--- config.mk ---
export PLATFORM = sky130hd
export DESIGN_NAME = nand_hecc_acc
export DESIGN_NICKNAME = d
export VERILOG_FILES = /design/src/rtl/nand_hecc_pkg.sv /design/src/rtl/nand_hecc_byte_par.sv /design/src/rtl/nand_hecc_pack.sv /design/src/rtl/nand_hecc_acc.sv
export SDC_FILE = /design/constraint.sdc
export NUM_CORES = 1
export LEC_CHECK = 0
export CORE_MARGIN = 2
export CORE_UTILIZATION = 44
export DETAILED_ROUTE_END_ITERATION = 6
export PLACE_DENSITY = 0.74
export SYNTH_ARGS = -nofsm -noshare
export SYNTH_HDL_FRONTEND = slang
export SYNTH_SLANG_ARGS = --single-unit
--- constraint.sdc ---
create_clock -name clk_i -period 2.2 [get_ports clk_i]
set_input_delay 0.44 -clock clk_i [delete_from_list [all_inputs] [get_ports clk_i]]
set_output_delay 0.44 -clock clk_i [all_outputs]
set_load 0.1 [all_outputs]
--- src/rtl/nand_hecc_pkg.sv ---
package nand_hecc_pkg;

    localparam int BYTE_W     = 8;
    localparam int COL_BITS   = 3;
    localparam int RES_W      = 32;
    localparam int ODD_OFS    = 16;
    localparam int CODE_W     = 24;

    typedef enum logic {
        BUS_X8  = 1'b0,
        BUS_X16 = 1'b1
    } bus_width_e;

    // Mask of the byte bits whose bit index has bit k set.
    function automatic logic [BYTE_W-1:0] col_mask(input int k);
        logic [BYTE_W-1:0] m;
        for (int b = 0; b < BYTE_W; b++) begin
            m[b] = ((b >> k) & 1) == 1;
        end
        return m;
    endfunction

endpackage

--- src/rtl/nand_hecc_byte_par.sv ---
module nand_hecc_byte_par
    import nand_hecc_pkg::*;
#(
    parameter int ADDR_W = 9,
    localparam int PAR_N = ADDR_W + COL_BITS
) (
    input  logic [BYTE_W-1:0] byte_i,
    input  logic [ADDR_W-1:0] pos_i,
    input  logic              act_i,
    output logic [PAR_N-1:0]  even_o,
    output logic [PAR_N-1:0]  odd_o
);

    logic byte_par;
    assign byte_par = ^byte_i;

    for (genvar k = 0; k < PAR_N; k++) begin : g_par
        if (k < COL_BITS) begin : g_col
            localparam logic [BYTE_W-1:0] MASK_HI = col_mask(k);
            assign odd_o[k]  = act_i & (^(byte_i & MASK_HI));
            assign even_o[k] = act_i & (^(byte_i & ~MASK_HI));
        end else begin : g_row
            assign odd_o[k]  = act_i & byte_par & pos_i[k-COL_BITS];
            assign even_o[k] = act_i & byte_par & ~pos_i[k-COL_BITS];
        end
    end

endmodule

--- src/rtl/nand_hecc_pack.sv ---
module nand_hecc_pack
    import nand_hecc_pkg::*;
(
    input  logic [RES_W-1:0]  result_i,
    output logic [CODE_W-1:0] code_o
);

    always_comb begin
        code_o[7:0]   = result_i[7:0];
        code_o[15:8]  = result_i[ODD_OFS+7:ODD_OFS];
        code_o[23:16] = {result_i[ODD_OFS+11:ODD_OFS+8], result_i[11:8]};
    end

endmodule

--- src/rtl/nand_hecc_acc.sv ---
module nand_hecc_acc
    import nand_hecc_pkg::*;
#(
    parameter int BLOCK_BYTES = 512
) (
    input  logic        clk_i,
    input  logic        rst_ni,
    input  logic        clr_i,
    input  logic        en_i,
    input  logic        stb_i,
    input  logic        wide_i,
    input  logic [15:0] data_i,
    output logic [31:0] result_o,
    output logic [23:0] ecc_o,
    output logic        done_o
);

    localparam int ADDR_W = $clog2(BLOCK_BYTES);
    localparam int PAR_N  = ADDR_W + COL_BITS;
    localparam int CNT_W  = ADDR_W + 1;
    localparam int LANES  = 2;

    typedef struct packed {
        logic [PAR_N-1:0] even;
        logic [PAR_N-1:0] odd;
        logic [CNT_W-1:0] cnt;
        logic             done;
    } state_t;

    state_t     st_d, st_q;
    bus_width_e bus_w;
    logic       take;

    logic [PAR_N-1:0] lane_even [LANES];
    logic [PAR_N-1:0] lane_odd  [LANES];

    assign bus_w = bus_width_e'(wide_i);
    assign take  = en_i & stb_i & ~st_q.done & ~clr_i;

    for (genvar l = 0; l < LANES; l++) begin : g_lane
        logic [ADDR_W-1:0] pos;
        logic              act;
        assign pos = st_q.cnt[ADDR_W-1:0] + ADDR_W'(l);
        assign act = take & ((l == 0) | (bus_w == BUS_X16));
        nand_hecc_byte_par #(.ADDR_W(ADDR_W)) u_par (
            .byte_i (data_i[BYTE_W*l +: BYTE_W]),
            .pos_i  (pos),
            .act_i  (act),
            .even_o (lane_even[l]),
            .odd_o  (lane_odd[l])
        );
    end

    always_comb begin
        st_d = st_q;
        if (clr_i) begin
            st_d = '0;
        end else if (take) begin
            st_d.even = st_q.even ^ lane_even[0] ^ lane_even[1];
            st_d.odd  = st_q.odd  ^ lane_odd[0]  ^ lane_odd[1];
            st_d.cnt  = st_q.cnt + ((bus_w == BUS_X16) ? CNT_W'(2) : CNT_W'(1));
            st_d.done = (st_d.cnt >= CNT_W'(BLOCK_BYTES));
        end
    end

    always_ff @(posedge clk_i or negedge rst_ni) begin
        if (!rst_ni) begin
            st_q <= '0;
        end else begin
            st_q <= st_d;
        end
    end

    always_comb begin
        result_o = '0;
        result_o[PAR_N-1:0]           = st_q.even;
        result_o[ODD_OFS +: PAR_N]    = st_q.odd;
    end

    assign done_o = st_q.done;

    nand_hecc_pack u_pack (
        .result_i (result_o),
        .code_o   (ecc_o)
    );

endmodule

==> results.toml <==
[global_routing]
antenna_found_initial = 0
grt_pass1_vias = 3542
overflow = 0
grt_max_degree = 78
grt_pass1_wl_um = 16300
grt_usage_pct = 22.5

[outcome]
outcome = "complete, no violations"

[place]
io_buffers = 70
placed_area_um2 = 4500
hpwlAfterDp_um = 6920
place.gp.congestion = 0.820
dpl.cell_count = 634

[pwr]
power_density_nw_per_um2 = 1070
p_sw_share_pct = 60.3
power_frac_clock_pct = 9.5
p_leak_uw = 0.00223
ir_drop_mv = 0.500
pwr-share-seq_pct = 18.4
p_switching_uw = 3200
intPower_uw = 2110
p_comb_share_pct = 72.1

[setup_path]
critical_path_class = "primary input to flip-flop"
critPathRequiredTime_ns = 2.37
start_kind = "primary input"
cp_slowest_stage_delay_ns = 0.47
path_cells = "clkdlybuf4s50_1 -> xnor2_2 -> xnor2_2 -> buf_4 -> xnor2_4 -> buf_6 -> a211oi_1 -> nor4_2 -> o211ai_1"
worst-r2r-cell-count = 7
cpMostUsedCell = "xnor2_2"
critical_path.slowest_cell = "clkdlybuf4s50_1"
cp-end-kind = "flip-flop"
worstSetupPathDepth = 9
crit_family = "buffers and inverters"
path_max_fanout = 9
arrival_ns = 2.34
cp_num_buf_inv = 3

[cts]
hold_buffers = 0
clock_latency_ns = 0.30
clockBufferDepth = 2
cts_tree = "done"
cts-root-buf = "clkbuf_8"
cts_sinks = 34
cts_buffers = 5
cts.htree.levels = 2
path_clk_slew_ns = 0.08

[synthesis]
syn_inst = 458
yosysTopAreaCell = "dfrtp_1"
yosysWarningCount = 0
syn_avg_cell_area_um2 = 7.93
synthTopCellsByArea = "dfrtp_1 23%, buf_4 6.8%, xnor2_1 6.0%"
yosysUniqueCellTypes = 50
yosys.area.top_type_share_pct = 23.4
ys_seq_elements = 34
seq_area_frac_synth_pct = 23.4
synth_commonest_cells = "39 x nor2_1, 34 x dfrtp_1, 33 x buf_4, 33 x nor4_1, 30 x nand2_1"
synth_edf_count = 0
ys.flop_type = "dfrtp_1"
syn-cell-area_um2 = 3630
synthArstFlopShare_pct = 100
synth.most_common_cell = "nor2_1"

[final_layout]
layout.nets = 574
fin_util_pct = 61.2
register_area_um2 = 852
design_area_um2 = 4960
multi_input_area_um2 = 2540
fill_cells = 686
diodes = 0
final_cells = 654
drive_gt1_share_pct = 30.8
area_growth_pct = 36.4

[sta]
finClkSkew_ns = 0.00937
tns_ns = 0
fin_crit_ns = 2.18
final_hold_viol_count = 0
maxClockFrequency_mhz = 459
holdWs_ns = 0.567
finalSetupViolCount = 0
period_share_pct = 99.0
slew_violations = 0

[route]
drt_first_iter_violations = 288
route.vias.total = 3861
ant_nets = 0
drt-total-wl_um = 10700
vias_per_cell = 5.90
routedWlPerCell_um = 16.4
first_pass_iters = 5
drcViolationCount = 0

[die]
core-area_um2 = 8090
fp.dieW_um = 94.9
die_h_um = 94.9
initial_utilization_pct = 44.9
dieArea_um2 = 9000
row_count = 33
pin_count = 79

[hold_path]
hold_class = "primary input to asynchronous set/reset pin"

[job]
max_cap_viol_count = 0
worst reg2reg max path, stage by stage, from the launching register on:
cell and delay (ns):
dfrtp_1 0.39, ha_1 0.29, nand3_1 0.16, xor2_1 0.27, nor2_1 0.13, a2111oi_0 0.47
nor4_1 0.11, o211ai_1 0.10
registers in the layout (all words and copies together), names as in the netlist:
signal and cells:
result_o 24, st_q 9, done_o 1
repair_timing:
| item | in CTS | in global routing |
|---|---|---|
| cloned | 0 | 2 |
| setup endpoints to repair | 2 | 16 |
| setup buffers | 0 | 10 |
| gates resized for setup | 1 | 45 |
| endpoints found under the hold margin | 0 | 0 |
| pin swaps | 1 | 12 |
per-layer routing:
metal  vias to the layer above  global-route usage, %  wire [µm]
li1                       1823                      -          -
met1                      1845                   28.0       4420
met2                       170                   40.0       5420
met3                        23                   3.11        741
met4                         0                   7.13        161
met5                         -                      0          0
final timing paths:
| path | start | to | slack, ns |
|---|---|---|---|
| hold reg to reg | done_o | done_o | 0.57 |
| min in group clk_i | done_o | done_o | 0.57 |
| max in group asynchronous | rst_ni | done_o | 1.26 |
| setup / recovery | data_i[1] | result_o[11] | 0.02 |
| setup reg to reg | st_q[1] | result_o[23] | 0.20 |
| hold / removal | rst_ni | result_o[22] | 0.57 |
power by group through the flow:
stage	clock network (µW)	registers, µW	logic, µW
2_1_floorplan	0	1810	1930
3_3_place_gp	0	967	3460
3_5_place_dp	0	986	3500
4_1_cts	507	976	3500
5_1_grt	540	1020	3990
6_report	503	979	3830
through the flow:
step                      power, µW  setup slack, ns
after CTS                      4990          0.00128
after detailed placement       4490           -0.311
after global placement         4430           -0.264
final                          5310           0.0218
after global routing           5540          -0.0498
after floorplan                3740           0.0588
layout by cell type (no fill, tap or decap), types with 10 or more instances in the layout:
cell type / n
and3_1: 13
buf_4: 115
dfrtp_1: 33
dlymetal6s2s_1: 14
mux2i_1: 10
nand2_1: 30
nand3_1: 18
nor2_1: 38
nor3_1: 17
nor4_1: 26
o2111ai_1: 11
o21ai_1: 10
xnor2_1: 18
xnor2_2: 10
xor2_1: 17
cell families (layout without fill, tap and decap cells):
logic type	count (synthesis)	after routing	synth area share (%)
AOI/OAI and AO/OA	75	75	14.3
muxes	10	10	2.76
other	1	8	0.103
adders and majority gates	4	4	1.58
DFF	34	34	23.4
xor gates and xnor gates	51	51	14.1
and+or+nand+nor	205	205	31.3
buffers and inverters	78	162	12.3
layout make-up:
cell class | count | share of cell area (%)
Clock buffer | 7 | 1.74
Clock inverter | 1 | 0.101
Inverter | 6 | 0.454
Multi-Input combinational cell | 353 | 51.2
Sequential cell | 34 | 17.2
Tap cell | 105 | 2.65
Timing Repair Buffer | 148 | 26.7
No activity file was read; power rests on OpenSTA's default activity.
